`config.mk`:
```
export PLATFORM = sky130hd
export DESIGN_NAME = blinkport_ctrl
export DESIGN_NICKNAME = d
export VERILOG_FILES = /design/src/rtl/blinkport_pkg.sv /design/src/rtl/bp_sync.sv /design/src/rtl/bp_chg_detect.sv /design/src/rtl/bp_out_mux.sv /design/src/rtl/blinkport_ctrl.sv
export SDC_FILE = /design/constraint.sdc
export NUM_CORES = 1
export LEC_CHECK = 0
export BUFFER_PORTS_ARGS = -buffer_cell sky130_fd_sc_hd__clkbuf_2
export CAP_MARGIN = 20
export CELL_PAD_IN_SITES_DETAIL_PLACEMENT = 0
export CELL_PAD_IN_SITES_GLOBAL_PLACEMENT = 1
export CORE_MARGIN = 8
export CORE_UTILIZATION = 40
export DETAILED_ROUTE_END_ITERATION = 7
export GPL_TIMING_DRIVEN = 1
export PLACE_DENSITY = 0.84
export SLEW_MARGIN = 20
export SYNTH_ARGS = -nofsm -noshare
export SYNTH_HDL_FRONTEND = slang
export SYNTH_SLANG_ARGS = --single-unit
```
`constraint.sdc`:
```
create_clock -name clk -period 2.9 [get_ports clk]
set_input_delay 0.145 -clock clk [delete_from_list [all_inputs] [get_ports clk]]
set_output_delay 0.145 -clock clk [all_outputs]
set_load 0.05 [all_outputs]
```
`src/rtl/blinkport_pkg.sv`:
```
package blinkport_pkg;
  localparam int REG_W = 8;
  localparam int ADR_W = 4;

  localparam logic [ADR_W-1:0] ADR_INPUT = 4'h0;
  localparam logic [ADR_W-1:0] ADR_PAT_A = 4'h2;
  localparam logic [ADR_W-1:0] ADR_PAT_B = 4'hA;
  localparam logic [ADR_W-1:0] ADR_CTRL  = 4'hF;

  localparam int CB_EN    = 0;
  localparam int CB_FLIP  = 1;
  localparam int CB_GINT  = 2;
  localparam int CB_IRQ   = 3;
  localparam int CB_LVL0  = 4;
  localparam int CB_LVL1  = 5;
  localparam int CTRL_STORED = 6;

  localparam logic [CTRL_STORED-1:0] CTRL_RESET = 6'h0C;

  // Pattern bit 1 floats the port; the drive-low vector is its inverse.
  function automatic logic [REG_W-1:0] port_low_vec(
      input logic en, input logic phase,
      input logic [REG_W-1:0] pat_a, input logic [REG_W-1:0] pat_b);
    port_low_vec = ~((en && phase) ? pat_b : pat_a);
  endfunction

  function automatic logic shared_pin_low(
      input logic irq_mode, input logic en, input logic phase,
      input logic lvl0, input logic lvl1, input logic pending);
    if (irq_mode) shared_pin_low = pending;
    else          shared_pin_low = !((en && phase) ? lvl1 : lvl0);
  endfunction
endpackage

```
`src/rtl/bp_sync.sv`:
```
module bp_sync #(
  parameter int W = 1,
  parameter int N = 2
) (
  input  logic         clk,
  input  logic         rst_n,
  input  logic [W-1:0] d,
  output logic [W-1:0] first,
  output logic [W-1:0] q
);
  logic [W-1:0] stg [N];

  always_ff @(posedge clk or negedge rst_n) begin
    if (!rst_n) stg[0] <= '0;
    else        stg[0] <= d;
  end

  generate
    for (genvar k = 1; k < N; k++) begin : g_stage
      always_ff @(posedge clk or negedge rst_n) begin
        if (!rst_n) stg[k] <= '0;
        else        stg[k] <= stg[k-1];
      end
    end
  endgenerate

  assign first = stg[0];
  assign q     = stg[N-1];
endmodule

```
`src/rtl/bp_chg_detect.sv`:
```
module bp_chg_detect #(
  parameter int W = 8
) (
  input  logic         clk,
  input  logic         rst_n,
  input  logic [W-1:0] pin_s,
  input  logic         clr,
  output logic [W-1:0] snap_q,
  output logic         pend_q
);
  logic differ;
  assign differ = (pin_s != snap_q);

  always_ff @(posedge clk or negedge rst_n) begin
    if (!rst_n) begin
      snap_q <= '0;
      pend_q <= 1'b0;
    end else if (clr) begin
      snap_q <= pin_s;
      pend_q <= 1'b0;
    end else begin
      pend_q <= pend_q | differ;
    end
  end
endmodule

```
`src/rtl/bp_out_mux.sv`:
```
module bp_out_mux
  import blinkport_pkg::*;
(
  input  logic             en,
  input  logic             irq_mode,
  input  logic             lvl0,
  input  logic             lvl1,
  input  logic             phase,
  input  logic             pending,
  input  logic [REG_W-1:0] pat_a,
  input  logic [REG_W-1:0] pat_b,
  output logic [REG_W-1:0] port_drive_low,
  output logic             irq_drive_low
);
  assign port_drive_low = port_low_vec(en, phase, pat_a, pat_b);
  assign irq_drive_low  = shared_pin_low(irq_mode, en, phase, lvl0, lvl1, pending);
endmodule

```
`src/rtl/blinkport_ctrl.sv`:
```
module blinkport_ctrl
  import blinkport_pkg::*;
#(
  parameter int SYNC_N = 2
) (
  input  logic             clk,
  input  logic             rst_n,
  input  logic [ADR_W-1:0] bus_addr,
  input  logic [REG_W-1:0] bus_wdata,
  input  logic             bus_wr,
  input  logic             bus_rd,
  output logic [REG_W-1:0] bus_rdata,
  input  logic             blink_in,
  input  logic [REG_W-1:0] port_in,
  output logic [REG_W-1:0] port_drive_low,
  output logic             irq_drive_low
);
  logic [REG_W-1:0]       ph0_q, ph1_q;
  logic [CTRL_STORED-1:0] ctrl_q;
  logic                   cfg_e, cfg_f, cfg_i, cfg_o0, cfg_o1;
  logic                   blink_m, blink_s, phase;
  logic [REG_W-1:0]       pin_m, pin_s, snap_q;
  logic                   chg_q, rd_in_hit;

  assign cfg_e  = ctrl_q[CB_EN];
  assign cfg_f  = ctrl_q[CB_FLIP];
  assign cfg_i  = ctrl_q[CB_IRQ];
  assign cfg_o0 = ctrl_q[CB_LVL0];
  assign cfg_o1 = ctrl_q[CB_LVL1];

  always_ff @(posedge clk or negedge rst_n) begin
    if (!rst_n) begin
      ph0_q  <= '1;
      ph1_q  <= '1;
      ctrl_q <= CTRL_RESET;
    end else if (bus_wr) begin
      case (bus_addr)
        ADR_PAT_A: ph0_q  <= bus_wdata;
        ADR_PAT_B: ph1_q  <= bus_wdata;
        ADR_CTRL:  ctrl_q <= bus_wdata[CTRL_STORED-1:0];
        default: ;
      endcase
    end
  end

  bp_sync #(.W(1), .N(SYNC_N)) u_blink_sync (
    .clk(clk), .rst_n(rst_n), .d(blink_in), .first(blink_m), .q(blink_s));

  bp_sync #(.W(REG_W), .N(SYNC_N)) u_pin_sync (
    .clk(clk), .rst_n(rst_n), .d(port_in), .first(pin_m), .q(pin_s));

  assign phase     = cfg_f ^ blink_s;
  assign rd_in_hit = bus_rd && (bus_addr == ADR_INPUT);

  bp_chg_detect #(.W(REG_W)) u_chg (
    .clk(clk), .rst_n(rst_n), .pin_s(pin_s), .clr(rd_in_hit),
    .snap_q(snap_q), .pend_q(chg_q));

  bp_out_mux u_mux (
    .en(cfg_e), .irq_mode(cfg_i), .lvl0(cfg_o0), .lvl1(cfg_o1),
    .phase(phase), .pending(chg_q), .pat_a(ph0_q), .pat_b(ph1_q),
    .port_drive_low(port_drive_low), .irq_drive_low(irq_drive_low));

  always_comb begin
    case (bus_addr)
      ADR_INPUT: bus_rdata = pin_s;
      ADR_PAT_A: bus_rdata = ph0_q;
      ADR_PAT_B: bus_rdata = ph1_q;
      ADR_CTRL:  bus_rdata = {chg_q, 1'b0, ctrl_q};
      default:   bus_rdata = '0;
    endcase
  end

  logic unused_ok;
  assign unused_ok = ^pin_m;
endmodule

```
# Word-level counts from Yosys, hierarchy flattened
# Index checks and enable logic that the tools add are counted.
# op_classes
n_mux	5
n_reduce_logical	7
bitwise_logic	3
n_eq_ne	4
# op_table
cell	count
$pmux 8 s4	1
$eq 4x4->1 const B	2
$mux 8	1
$ne 8x8->1	1
$not 8->8	1
$reduce_and 2->1	3
$eq 4x2->1 const B	1
$logic_not 4->1	1
$mux 1	3
$logic_and 1x1->1	2
$logic_not 1->1	1
$or 1x1->1	1
$xor 1x1->1	1
# totals
register_bits	49
output_inout_bits	17

# Logic depth before layout (Yosys ltp)
# depth
depth_word	5
mapped_depth	5
ltp_nobuf	3

# Modules after synthesis
# Synthesis repeated with hierarchy kept, for this count alone.
# unflattened
hier_cells	154
hier_area_um2	2113.3
# by_module_without_submodules
module	n_inst	cells_per_inst	area_per_inst_um2
blinkport_ctrl	1	93	1139.8
bp_chg_detect	1	30	411.6
bp_sync (u_pin_sync)	1	16	400.4
bp_out_mux	1	13	111.4
bp_sync (u_blink_sync)	1	2	50.0

# Worst setup path after synthesis
# Ideal clock, no wire load.
# synth_path
path_type	register to output
startpoint	register ctrl_q[1]
endpoint	output port irq_drive_low
path_buffers	0
path_stages_with_launch	4
arrival_ns	1.917
required_ns	2.755
path_slack_ns	0.838
cell_sequence	dfrtp_1 xor2_1 and3_1 o31ai_1
# synth_via
elab_chain_len	5
# synth_rtl
element	line_no	source
from (decl)	blinkport_ctrl.sv:19	logic [CTRL_STORED-1:0] ctrl_q;
from (signal assigned)	blinkport_ctrl.sv:40	ADR_CTRL: ctrl_q <= bus_wdata[CTRL_STORED-1:0];
$xor 1x1->1	blinkport_ctrl.sv:52	assign phase = cfg_f ^ blink_s;
$logic_and 1x1->1	blinkport_pkg.sv:31	else shared_pin_low = !((en && phase) ? lvl1 : lvl0);
$mux 1	blinkport_pkg.sv:31	
$logic_not 1->1	blinkport_pkg.sv:31	
$mux 1	blinkport_pkg.sv:30	if (irq_mode) shared_pin_low = pending;
to (decl)	blinkport_ctrl.sv:16	output logic irq_drive_low
# No other way between the ends.

# Final worst setup path
# layout_path
startpoint	register ctrl_q[1]
endpoint	output port port_drive_low[3]
# layout_via
elab_chain_len	4
# layout_rtl
element	line_no	source
$xor 1x1->1	blinkport_ctrl.sv:52	
$logic_and 1x1->1	blinkport_pkg.sv:24	port_low_vec = ~((en && phase) ? pat_b : pat_a);
$mux 8	blinkport_pkg.sv:24	
$not 8->8	blinkport_pkg.sv:24	
to (decl)	blinkport_ctrl.sv:15	output logic [REG_W-1:0] port_drive_low,
# No other way between the ends.

==> flow_summary.ini <==
[setup_path]
critPathRequiredTime_ns = 2.76
path_class = reg -> out
crit_chain = xor2_1 > nand2_1 > mux2i_1 > clkbuf_2
start_kind = flop
path_delay_family = flip-flops
crit_arrival_ns = 1.91
max_stage_delay_ns = 0.41
cp_slowest_cell = dfrtp_1
cp_max_fo = 8
endpoint_kind = output port
crit_buf_inv = 1

[route]
final_antenna_net_count = 0
wl_per_cell_um = 16.0
first_iter_violations = 62
finalWirelength_um = 4330
drc = 0
drt_pass1_iterations = 4
vias = 1353
viasPerCell = 5.01

[clock_network]
ctsResizeCount = 0
cts.path.max_buffers = 2
clock-sinks = 49
root_buffer = clkbuf_8
cts_setup_buffers = 0
clk_latency_ns = 0.29
h-tree-depth = 2
clk_pin_slew_worst_paths_ns = 0.08
numCtsBuffers = 5
cts_tree = built

[floorplanning]
die_area_mm2 = 0.00787
coreArea_mm2 = 0.00511
die_w_um = 88.7
die_h_um = 88.7
rows = 26
pin_count = 42
start_util = 0.414

[yosys]
synth_mux_area_frac = 0.236
synth_commonest_cells = 31 x dfrtp_1, 30 x mux2_2, 18 x dfstp_2
synth_simple_gate_area_frac = 0.0616
synth_top_area_cell = dfrtp_1
synth_top_cell_area_share = 0.367
synth_seq_cells = 49
async_reset_ff_frac = 1.00
syn-num-nets = 173
synth_area_mm2 = 0.00211
synth_edf_count = 0
synthTopCellsByArea = dfrtp_1 37%, dfstp_2 22%, mux2_2 16%
ys_seq_area_frac = 0.591
syn_avg_cell_area_um2 = 14.3
synth-main-ff-cell = dfrtp_1
synth-xor-area-share = 0.0373
synth_cell_types = 25
synth_fa_ha_area_frac = 0
synth_compound_area_frac = 0.0580
synth_top_family_by_area = multiplexers
yosysMostFrequentCell = dfrtp_1
ys_warn_count = 0
syn-instance-count = 148

[final_layout]
final_nets = 224
fin_area_mm2 = 0.00258
drive_above_1_share = 0.495
area_growth_pct = 22.3
fill_cells = 474
antenna_cells = 0

[power_and_ir_drop]
power.density_mw_per_mm2 = 744
vdd_ir_drop_max_mv = 0.352
total_leakage_power_uw = 0.00117

[placement]
gp_congestion = 0.760
post_dp_cell_area_mm2 = 0.00238
place_hpwl_um = 3160
port_buffers = 41

[sta]
timing.slew.headroom = 0.401
clock_skew_ns = 0.00556
setup_viol = 0
max_freq_mhz = 488
fin_crit_ns = 2.05
fin_crit_sh = 0.707
tns_ns = 0
whs_ns = -0.0240
hold_viol = 31
finalMaxSlewViolations = 0
rsz0062_at_grt = false
tightest_slew_ns = 0.898

[status]
violations = hold timing
status = finished, violations left

[run]
cap_viol_max_count = 0

[grt]
track_usage = 0.121
grt_first_pass_wirelength_um = 7140
antenna_found_initial = 0
grt_max_degree = 44
grt_pass1_vias = 1423
grt_overflow_total = 0

[worst_hold_path]
min_path_type = in -> async
worst paths after layout:
path | slack [ns] | cells after the start | from | end
hold / removal | -0.02 | 1 | rst_n | u_pin_sync.first[6]
setup reg to reg | 1.79 | 3 | u_pin_sync.q[7] | u_chg.pend_q
hold reg to reg | 0.36 | 0 | u_pin_sync.first[2] | u_pin_sync.q[2]
max in group asynchronous | 2.20 | 2 | rst_n | ctrl_q[2]
setup / recovery | 0.85 | 4 | ctrl_q[1] | port_drive_low[3]
min in group clk | 0.10 | 2 | bus_wdata[7] | ph1_q[7]
cell usage in the layout, fill, tap and decap left out:
master,count
a21boi_0,1
a22oi_1,7
a31oi_1,1
and2_1,3
and3_1,1
buf_2,1
buf_4,1
bufinv_16,1
clkbuf_1,1
clkbuf_2,40
clkbuf_8,6
dfrtp_1,31
dfstp_2,18
dlygate4sd3_1,9
mux2_2,30
mux2i_1,16
nand2_1,4
nand3_1,2
nor2_1,3
nor3_1,1
nor4_1,2
nor4_4,1
nor4b_4,1
o21ai_0,1
o22ai_1,7
o31ai_1,1
or3_1,1
xor2_1,9
logic make-up after synthesis:
logic type	after synthesis
flip-flops	49
multiplexers	46
AND/OR/NAND/NOR	19
AO/OA/AOI/OAI	18
XOR/XNOR	9
buffers and inverters	7
per-stage QoR:
| step | worst slack, ns | power [uW] | util | instances |
|---|---|---|---|---|
| floorplan | 0.838 | 1300 | - | 148 |
| global placement | 1.12 | 1430 | 0.466 | 253 |
| detailed placement | 1.11 | 1440 | 0.466 | 253 |
| CTS | 0.772 | 1950 | 0.506 | 270 |
| global route | 0.710 | 2020 | 0.506 | 270 |
| finish | 0.850 | 1920 | 0.506 | 270 |
metal layers:
| layer | vias up | part of all wire | track usage |
|---|---|---|---|
| li1 | 640 | - | - |
| met2 | 26 | 0.52 | 0.203 |
| met5 | - | 0 | 0 |
| met3 | 4 | 0.042 | 0.0316 |
| met1 | 683 | 0.43 | 0.144 |
| met4 | 0 | 0.0079 | 0.0507 |
power breakdown:
group          switching (uW)  internal (uW)  total [uW]
clock                     209            281         490
combinational             319            190         509
sequential               85.3            838         923
state kept, by name, summed over array words and instances (netlist names):
name / flops
u_pin_sync.q: 8
u_chg.snap_q: 8
ph0_q: 8
u_pin_sync.first: 8
ctrl_q: 6
u_blink_sync.q: 1
u_blink_sync.first: 1
u_chg.pend_q: 1
ph1_q: 8
timing repair:
action                     CTS  global route
hold endpoints to repair     9             0
setup endpoints to repair    0             0
hold buffers                 9             0
final cells by class:
type / instances / area, um2 / share of cell area
clock buffer: 7 / 86.3 / 0.0334
clock inverter: 1 / 30.0 / 0.0116
multi-input combinational: 92 / 830 / 0.321
sequential: 49 / 1250 / 0.483
tap: 70 / 87.6 / 0.0339
timing repair buffer: 51 / 303 / 0.117
No activity file was read; power rests on OpenSTA's default activity.
